File: src/rtl/mask_pkg.sv
package mask_pkg;
  localparam int MW   = 64;
  localparam int NREG = 8;
  localparam int AW   = $clog2(NREG);
  localparam int IMMW = 8;
  localparam int WBW  = $clog2(MW) + 1;

  typedef enum logic [3:0] {
    KOP_AND    = 4'd0,
    KOP_ANDN   = 4'd1,
    KOP_OR     = 4'd2,
    KOP_XOR    = 4'd3,
    KOP_XNOR   = 4'd4,
    KOP_NOT    = 4'd5,
    KOP_ADD    = 4'd6,
    KOP_SHL    = 4'd7,
    KOP_SHR    = 4'd8,
    KOP_UNPK   = 4'd9,
    KOP_COPY   = 4'd10,
    KOP_LDG    = 4'd11,
    KOP_STG    = 4'd12,
    KOP_ORTST  = 4'd13,
    KOP_ANDTST = 4'd14,
    KOP_NOP    = 4'd15
  } kop_e;

  function automatic logic [WBW-1:0] width_bits(input logic [1:0] ws);
    return WBW'(8) << ws;
  endfunction

  function automatic logic [MW-1:0] width_mask(input logic [1:0] ws);
    return {MW{1'b1}} >> (MW - int'(width_bits(ws)));
  endfunction
endpackage

File: src/rtl/mask_rst_sync.sv
module mask_rst_sync (
  input  logic clk,
  input  logic rst_n,
  output logic srst_n
);
  logic [1:0] sync_q;
  logic [1:0] sync_d;

  always_comb begin
    sync_d = {sync_q[0], 1'b1};
  end

  always_ff @(posedge clk or negedge rst_n) begin
    if (!rst_n) sync_q <= '0;
    else        sync_q <= sync_d;
  end

  assign srst_n = sync_q[1];
endmodule

File: src/rtl/mask_regfile.sv
module mask_regfile #(
  parameter int NREG = mask_pkg::NREG,
  parameter int MW   = mask_pkg::MW,
  localparam int AW  = $clog2(NREG)
) (
  input  logic          clk,
  input  logic          rst_n,
  input  logic          we,
  input  logic [AW-1:0] waddr,
  input  logic [MW-1:0] wdata,
  input  logic [AW-1:0] ra,
  input  logic [AW-1:0] rb,
  output logic [MW-1:0] rda,
  output logic [MW-1:0] rdb
);
  logic [MW-1:0] entry [NREG];

  for (genvar i = 0; i < NREG; i++) begin : g_ent
    logic          ld;
    logic [MW-1:0] q;
    logic [MW-1:0] d;

    assign ld = we && (waddr == AW'(i));

    always_comb begin
      d = ld ? wdata : q;
    end

    always_ff @(posedge clk or negedge rst_n) begin
      if (!rst_n) q <= '0;
      else        q <= d;
    end

    assign entry[i] = q;
  end

  assign rda = entry[ra];
  assign rdb = entry[rb];
endmodule

File: src/rtl/mask_alu.sv
module mask_alu
  import mask_pkg::*;
(
  input  logic [3:0]      op,
  input  logic [1:0]      ws,
  input  logic [MW-1:0]   a,
  input  logic [MW-1:0]   b,
  input  logic [IMMW-1:0] imm,
  input  logic [MW-1:0]   gpr_in,
  output logic [MW-1:0]   res,
  output logic            wr_req,
  output logic            tst_req,
  output logic            stg_req,
  output logic            z_new,
  output logic            c_new
);
  kop_e           kop;
  logic [WBW-1:0] wbits;
  logic [WBW-1:0] half;
  logic [MW-1:0]  wm;
  logic [MW-1:0]  hm;
  logic [MW-1:0]  am;
  logic [MW-1:0]  bm;
  logic           sh_ok;
  logic [MW-1:0]  orv;

  always_comb begin
    kop   = kop_e'(op);
    wbits = width_bits(ws);
    half  = wbits >> 1;
    wm    = width_mask(ws);
    hm    = wm >> half;
    am    = a & wm;
    bm    = b & wm;
    sh_ok = int'(imm) < int'(wbits);
    orv   = am | bm;

    res     = '0;
    wr_req  = 1'b1;
    tst_req = 1'b0;
    stg_req = 1'b0;
    z_new   = 1'b0;
    c_new   = 1'b0;

    unique case (kop)
      KOP_AND:  res = am & bm;
      KOP_ANDN: res = ~am & bm;
      KOP_OR:   res = orv;
      KOP_XOR:  res = am ^ bm;
      KOP_XNOR: res = ~(am ^ bm) & wm;
      KOP_NOT:  res = ~am & wm;
      KOP_ADD:  res = (am + bm) & wm;
      KOP_SHL:  res = sh_ok ? ((am << imm) & wm) : '0;
      KOP_SHR:  res = sh_ok ? (am >> imm) : '0;
      KOP_UNPK: res = ((a & hm) << half) | (b & hm);
      KOP_COPY: res = am;
      KOP_LDG:  res = gpr_in & wm;
      KOP_STG: begin
        res     = am;
        wr_req  = 1'b0;
        stg_req = 1'b1;
      end
      KOP_ORTST: begin
        wr_req  = 1'b0;
        tst_req = 1'b1;
        z_new   = (orv == '0);
        c_new   = (orv == wm);
      end
      KOP_ANDTST: begin
        wr_req  = 1'b0;
        tst_req = 1'b1;
        z_new   = ((am & bm) == '0);
        c_new   = ((~am & bm) == '0);
      end
      default: wr_req = 1'b0;
    endcase
  end
endmodule

File: src/rtl/mask_outregs.sv
module mask_outregs #(
  parameter int MW = mask_pkg::MW
) (
  input  logic          clk,
  input  logic          rst_n,
  input  logic          flag_en,
  input  logic          z_new,
  input  logic          c_new,
  input  logic          gpr_en,
  input  logic [MW-1:0] gpr_new,
  output logic          flag_zero,
  output logic          flag_carry,
  output logic [MW-1:0] gpr_out
);
  logic          z_q, c_q, z_d, c_d;
  logic [MW-1:0] g_q, g_d;

  always_comb begin
    z_d = flag_en ? z_new : z_q;
    c_d = flag_en ? c_new : c_q;
    g_d = gpr_en ? gpr_new : g_q;
  end

  always_ff @(posedge clk or negedge rst_n) begin
    if (!rst_n) begin
      z_q <= 1'b0;
      c_q <= 1'b0;
      g_q <= '0;
    end else begin
      z_q <= z_d;
      c_q <= c_d;
      g_q <= g_d;
    end
  end

  assign flag_zero  = z_q;
  assign flag_carry = c_q;
  assign gpr_out    = g_q;
endmodule

File: src/rtl/mask_unit.sv
module mask_unit
  import mask_pkg::*;
(
  input  logic            clk,
  input  logic            rst_n,
  input  logic            op_valid,
  input  logic [3:0]      op_code,
  input  logic [1:0]      width_sel,
  input  logic [AW-1:0]   src_a,
  input  logic [AW-1:0]   src_b,
  input  logic [AW-1:0]   dst,
  input  logic [IMMW-1:0] imm,
  input  logic [MW-1:0]   gpr_in,
  output logic [MW-1:0]   rd_a_data,
  output logic [MW-1:0]   rd_b_data,
  output logic [MW-1:0]   gpr_out,
  output logic            flag_zero,
  output logic            flag_carry
);
  logic          srst_n;
  logic [MW-1:0] alu_res;
  logic          wr_req, tst_req, stg_req;
  logic          z_new, c_new;
  logic          rf_we, flag_en, gpr_en;

  mask_rst_sync u_rst (
    .clk    (clk),
    .rst_n  (rst_n),
    .srst_n (srst_n)
  );

  mask_regfile #(.NREG(NREG), .MW(MW)) u_rf (
    .clk   (clk),
    .rst_n (srst_n),
    .we    (rf_we),
    .waddr (dst),
    .wdata (alu_res),
    .ra    (src_a),
    .rb    (src_b),
    .rda   (rd_a_data),
    .rdb   (rd_b_data)
  );

  mask_alu u_alu (
    .op      (op_code),
    .ws      (width_sel),
    .a       (rd_a_data),
    .b       (rd_b_data),
    .imm     (imm),
    .gpr_in  (gpr_in),
    .res     (alu_res),
    .wr_req  (wr_req),
    .tst_req (tst_req),
    .stg_req (stg_req),
    .z_new   (z_new),
    .c_new   (c_new)
  );

  always_comb begin
    rf_we   = op_valid && wr_req;
    flag_en = op_valid && tst_req;
    gpr_en  = op_valid && stg_req;
  end

  mask_outregs #(.MW(MW)) u_out (
    .clk        (clk),
    .rst_n      (srst_n),
    .flag_en    (flag_en),
    .z_new      (z_new),
    .c_new      (c_new),
    .gpr_en     (gpr_en),
    .gpr_new    (alu_res),
    .flag_zero  (flag_zero),
    .flag_carry (flag_carry),
    .gpr_out    (gpr_out)
  );
endmodule

File: config.mk
export PLATFORM = sky130hd
export DESIGN_NAME = mask_unit
export DESIGN_NICKNAME = d
export VERILOG_FILES = /design/src/rtl/mask_pkg.sv /design/src/rtl/mask_rst_sync.sv /design/src/rtl/mask_regfile.sv /design/src/rtl/mask_alu.sv /design/src/rtl/mask_outregs.sv /design/src/rtl/mask_unit.sv
export SDC_FILE = /design/constraint.sdc
export NUM_CORES = 2
export LEC_CHECK = 0
export ABC_CLOCK_PERIOD_IN_PS = 28100
export CAP_MARGIN = 20
export CORE_MARGIN = 5
export CORE_UTILIZATION = 42
export CTS_BUF_LIST = sky130_fd_sc_hd__clkbuf_8
export DETAILED_ROUTE_END_ITERATION = 6
export DONT_BUFFER_PORTS = 1
export PLACE_DENSITY = 0.66
export SLEW_MARGIN = 20
export SYNTH_ARGS = -nofsm -noshare
export SYNTH_HDL_FRONTEND = slang
export SYNTH_SLANG_ARGS = --single-unit
File: constraint.sdc
create_clock -name clk -period 28.1 [get_ports clk]
set_input_delay 2.81 -clock clk [delete_from_list [all_inputs] [get_ports clk]]
set_output_delay 2.81 -clock clk [all_outputs]
set_load 0.02 [all_outputs]
==> Word-level counts from Yosys, hierarchy flattened <==
Cells that the tools add are included.
W data, S select, Z words.
{ "totals": {"regBits": 580, "inputBits": 90, "out_inout_bits": 194, "word_cells": 96} }
{ "op_classes": {"add_sub_neg": 2, "magnitude_cmp": 3, "eq_ne": 22, "n_shift": 6, "n_mux": 14, "bitwise": 18, "reduce_logical": 19} }
{ "op_table": {"columns": ["operator", "count"], "rows": [
  ["$pmux W64 S12", 1],
  ["$and A64 B64 Y64", 11],
  ["$bmux W64 S3", 2],
  ["$mux W64", 6],
  ["$logic_not A64 Y1", 3],
  ["$not A64 Y64", 2],
  ["$or A64 B64 Y64", 2],
  ["$add A64 B64 Y64", 1],
  ["$eq A64 B64 Y1", 1],
  ["$shl A64 B6 Y64", 1],
  ["$shl A64 B8 Y64", 1],
  ["$shr A64 B32 Y64 const A", 1],
  ["$shr A64 B6 Y64", 1],
  ["$shr A64 B8 Y64", 1],
  ["$xor A64 B64 Y64", 1],
  ["$eq A4 B4 Y1 const B", 7],
  ["$eq A4 B3 Y1 const B", 4],
  ["$eq A3 B3 Y1 const B", 4],
  ["$reduce_or A12 Y1", 1],
  ["$logic_and A1 B1 Y1", 11],
  ["$eq A4 B2 Y1 const B", 2],
  ["$ge A4 B4 Y1 const B", 2],
  ["$lt A8 B7 Y1", 1],
  ["$not A3 Y4", 2],
  ["other kinds (10)", 15]
]} }

==> Depth between registers and ports, before layout <==
{ "depth": {"ltp_word": 9, "ltp_mapped": 24, "mapped_depth_nobuf": 18} }

==> Cells and area by module <==
A second synthesis with hierarchy kept.
{ "unflattened": {"hier_cells": 4795, "area_unflattened_um2": 49600.1} }
{ "modules_own_cells": {"columns": ["mod", "n_inst", "cells_each", "area_per_inst_um2", "seq_area_each_um2"], "rows": [
  ["mask_regfile", 1, 1541, 26611.8, 12812.3],
  ["mask_alu", 1, 3109, 20164.3, 0.0],
  ["mask_outregs", 1, 139, 2751.4, 1651.6],
  ["mask_rst_sync", 1, 3, 53.8, 50.0],
  ["mask_unit", 1, 3, 18.8, 0.0]
]} }

==> Worst setup path before layout <==
Ideal clock, no wire load.
{ "synth_timing": {"kind": "input port to flip-flop", "startpoint": "input port src_b[0]", "endpoint": "register u_out.g_q[45], in the netlist u_out.gpr_out[45]", "setup_time_ns": 0.125, "arrival_time_ns": 8.395, "required_ns": 27.975, "setup_slack_ns": 19.580, "cell_stages": 22, "n_path_buf": 7, "cell_sequence": "clkbuf_1 buf_2 buf_2 clkbuf_1 buf_1 mux4_2 mux2_2 nand2_1 ha_1 clkbuf_1 a21oi_1 o21bai_1 a221o_1 a21oi_1 o22ai_1 a211oi_1 o21ai_2 xor2_1 nor2_1 or4_1 buf_2 mux2_2"} }
{ "synth_via": {"elab_cells_between_ends": 16, "cone_classes": "1 x add/sub; 4 x mux; 11 x bitwise"} }
{ "synth_lines": {"columns": ["item", "line", "rtl"], "rows": [
  ["start: declaration", "mask_unit.sv:10", "input logic [AW-1:0] src_b,"],
  ["$not A3 Y4 (implied by the code)", "mask_regfile.sv:38", "assign rdb = entry[rb];"],
  ["$bmux W64 S3", "mask_regfile.sv:38", null],
  ["$mux W64 (implied by the code) (2 in series)", "mask_regfile.sv:38", null],
  ["named net rd_b_data[34]", "mask_unit.sv:15", "output logic [MW-1:0] rd_b_data,"],
  ["$and A64 B64 Y64", "mask_alu.sv:34", "bm = b & wm;"],
  ["$add A64 B64 Y64", "mask_alu.sv:52", "KOP_ADD: res = (am + bm) & wm;"],
  ["$and A64 B64 Y64", "mask_alu.sv:52", null],
  ["$pmux W64 S12", "mask_alu.sv:45", "unique case (kop)"],
  ["end signal: assignment", "mask_outregs.sv:32", "g_q <= g_d;"],
  ["end: declaration", "mask_outregs.sv:16", "logic [MW-1:0] g_q, g_d;"]
]} }
The timed path passes the listed nets, and every way through them passes these cells. The select of a mux whose other input is x is not followed.
A chain may end at the register's enable or synchronous reset.

==> Worst setup path after layout <==
{ "layout_timing": {"startpoint": "input port src_a[2]", "endpoint": "register u_rf.g_ent[4].q[56]"} }
{ "layout_via": {"elab_chain_cells": 9, "elab_cells_between_ends": 24, "cone_classes": "1 x add/sub; 3 x shift; 6 x mux; 14 x bitwise"} }
{ "layout_lines": {"columns": ["item", "line", "rtl"], "rows": [
  ["start: declaration", "mask_unit.sv:9", "input logic [AW-1:0] src_a,"],
  ["$not A3 Y4 (implied by the code) (*)", "mask_regfile.sv:37", "assign rda = entry[ra];"],
  ["$bmux W64 S3 (*)", "mask_regfile.sv:37", null],
  ["$mux W64 (implied by the code) (*) (2 in series)", "mask_regfile.sv:37", null],
  ["named net rd_a_data[38]", "mask_unit.sv:14", "output logic [MW-1:0] rd_a_data,"],
  ["parallel branches: the longest is 4 deep, another holds $add A64 B64 Y64", null, null],
  ["$pmux W64 S12 (*)", "mask_alu.sv:45", null],
  ["end signal: assignment", "mask_regfile.sv:30", "if (!rst_n) q <= '0;"],
  ["end signal: assignment", "mask_regfile.sv:31", "else q <= d;"],
  ["end: declaration", "mask_regfile.sv:20", "logic [MW-1:0] q;"]
]} }
Mark *: on every way through the listed nets, which the timed path passes. The select of a mux whose other input is x is not followed.

==> flow_summary.ini <==
[floorplanning]
rows = 126
die_w_um = 355
fp.dieArea_um2 = 126000
ioPinCount = 284
fp.coreArea_um2 = 118000
initial_core_util_pct = 42.3
die_y_um = 355

[worst_setup_path]
crit_type = in -> reg
reg2reg_depth = 15
r2r_start = u_rf.g_ent[3].q[38]$_DFFE_PN0P_
slowest_stage = a22oi_1
critPathArrivalTime_ns = 10.05
cp-end-kind = register
critPathLaunchType = input port
cp_common_cell = nand2_1
required_ns = 28.77
critPathCapture = u_rf.g_ent[4].q[56]$_DFFE_PN0P_
worstSetupStartpoint = src_a[2]
cpPeakStageDelay_ns = 1.00
worst-r2r-setup-slack_ns = 21.04
regToRegEndpoint = u_rf.g_ent[4].q[56]$_DFFE_PN0P_
cp_cell_sequence = and2b_4 -> buf_4 -> a22oi_1 -> nand2_1 -> inv_1 -> nand2_1 -> ha_1 -> nand2_1 -> nor3_1 -> nand3_1 -> a211oi_1 -> nor4_1 -> o21ba_2 -> o41ai_1 -> a21oi_2 -> o31ai_1
critPathMaxFanout = 98

[cts]
clk_path_buf_depth = 3
cts_resized = 0
cts_buffers = 92
clk_pin_slew_worst_paths_ns = 0.07
cts_tree = done
htreeDepth = 3
post_cts_buffers = 0
cts-root-buf = clkbuf_8
cts_sinks = 580
worstSkewPairLatency_ns = 0.78
hold_buffers = 0

[placed_design]
portBuffers = 0
dp_cells = 6868
hpwlAfterDp_um = 231000
place_congestion = 1.11
place_area_um2 = 51400

[pwr]
power_density_nw_per_um2 = 59.6
p_total_mw = 3.18
power.leakage_nw = 22.6
ir_worst_vdd_uv = 54.5

[sta]
fin_crit_sh_pct = 33.4
finalSetupTns_ns = 0
period_minus_slack_ns = 9.38
rsz0062_at_grt = no
hold_viol = 0
tightest_slew_ns = 1.26
slew_headroom_pct = 15.8
max_freq_ghz = 0.107
setup_viol = 0
drv_slew = 0
finClkSkew_ns = 0.0559
whs_ns = 0.356

[synth]
synth_area_leaders = dfrtp_1, mux4_2, mux2_2
avgSynthCellArea_um2 = 8.87
ys_types = 112
async_reset_ff_share_pct = 100
synth_seq_cells = 580
synth-edff-count = 0
syn-num-nets = 5912
synth.yosys.seq_area_share_pct = 29.0
ys_top_cells_by_count = nand2_1, dfrtp_1, o21ai_0
ys_warn_count = 0
synthCells = 5641
syn-cell-area_um2 = 50000
ys.flop_type = dfrtp_1
synth.top_cell.area_share_pct = 29.0
yosysMostFrequentCell = nand2_1
synth.largest_area_cell = dfrtp_1

[grt]
use_met3_pct = 19.6
globalRouteMet2Util_pct = 65.4
grt_use_met1_pct = 59.4
grt.busiest_layer = met2
grt_pass1_wl_um = 412000
globalRouteOverflowTotal = 0
antenna_found_initial = 31
grt_usage_pct = 46.6
grt_pass1_vias = 48600
grt_max_degree = 181

[cells_and_area]
nFillCells = 11600
nets = 5699
multi_input_area_um2 = 32900
drive_above_1_share_pct = 18.1
layout.cells.non_filler = 7056
design_area_um2 = 53300
regArea_um2 = 14500
area_growth_pct = 6.55

[min_path]
hold_path.class = reg -> async

[route]
drt-initial-drc-count = 8655
wl_um = 304000
routed_via_density = 7.39
dr.pass1.iters = 7
postRouteAntennaNets = 0
drt-wirelength-per-cell_um = 43.1
drc_errors = 0
vias = 52100

[run_status]
outcome = complete, no violations

[job]
drv_cap = 0
cells in the final DEF (no fill, tap or decap), types with 46 or more instances in the layout:
cell / count
o221ai_1: 61
o211ai_1: 70
mux2i_1: 330
nor4_1: 48
o21ai_0: 415
nand3_1: 216
mux4_2: 198
nand2_1: 690
o21ai_1: 46
a31oi_1: 57
a21oi_1: 284
o22ai_1: 53
clkbuf_8: 111
nand4_1: 84
dfrtp_1: 579
ha_1: 181
a22oi_1: 175
buf_4: 163
nor2_1: 364
a221oi_1: 100
mux2_2: 349
nor3_1: 63
inv_1: 220
state kept, by name (all words and copies together) (netlist names):
register / flops
u_out.flag_carry: 1
u_rf.g_ent.q: 512
u_rst.sync_q: 2
u_out.flag_zero: 1
u_out.gpr_out: 64
area by class of cell:
| class | instances | area share [%] |
|---|---|---|
| diodes | 23 | 0.108 |
| clock buffers | 111 | 2.87 |
| clock inverters | 52 | 0.624 |
| inverters | 203 | 1.44 |
| multi-input cells | 4382 | 61.7 |
| flip-flops and latches | 580 | 27.2 |
| well taps | 1536 | 3.60 |
| repair buffers | 169 | 2.42 |
critical path: cells and delay by family:
family                   cells  cell delay (ns)
AO/OA/AOI/OAI                6             3.47
AND/OR/NAND/NOR              7             2.24
buffers and inverters        2             0.81
adder cells (fa/ha/maj)      1             0.56
where the power goes:
group | leakage [nW] | switching [mW] | internal [mW]
Sequential | 7.72 | 0.149 | 0.981
Clock | 1.06 | 0.367 | 0.380
Combinational | 13.8 | 0.896 | 0.404
per-layer routing:
metal | routed length, um | vias up
li1 | - | 20800
met1 | 114000 | 26400
met2 | 123000 | 4002
met3 | 43800 | 875
met4 | 23300 | 18
met5 | 287 | -
cells by family (layout without fill, tap and decap cells):
| family | after synthesis | count (layout) | share of synthesized area, % |
|---|---|---|---|
| simple gates | 1690 | 1690 | 15.3 |
| compound gates | 1608 | 1608 | 21.5 |
| mux | 884 | 884 | 23.6 |
| buf+inv | 679 | 535 | 5.78 |
| flops | 580 | 580 | 29.0 |
| fa+ha+maj | 181 | 181 | 4.53 |
| xor+xnor | 18 | 18 | 0.315 |
| other cells | 1 | 24 | 0.00749 |
per-stage QoR:
step | setup slack (ns) | util (%)
global route | 19.11 | 45.1
CTS | 19.49 | 45.0
global placement | 18.76 | 43.4
finish | 18.72 | 45.1
floorplan | 10.74 | -
detailed placement | 18.70 | 43.4
how the worst min path moves through the flow:
stage,start,slack [ns],cells past startpoint,end
after floorplan,u_rst.sync_q[0]$_DFF_PN0_,0.33,0,u_rst.sync_q[1]$_DFF_PN0_
after global placement,u_rst.sync_q[0]$_DFF_PN0_,0.34,0,u_rst.sync_q[1]$_DFF_PN0_
after detailed placement,u_rst.sync_q[0]$_DFF_PN0_,0.34,0,u_rst.sync_q[1]$_DFF_PN0_
after CTS,u_rst.sync_q[0]$_DFF_PN0_,0.37,0,u_rst.sync_q[1]$_DFF_PN0_
after global routing,u_rst.sync_q[0]$_DFF_PN0_,0.38,0,u_rst.sync_q[1]$_DFF_PN0_
final,u_rst.sync_q[1]$_DFF_PN0_,0.36,0,u_rf.g_ent[4].q[12]$_DFFE_PN0P_
Note: power is estimated with default switching activity, not from simulation.
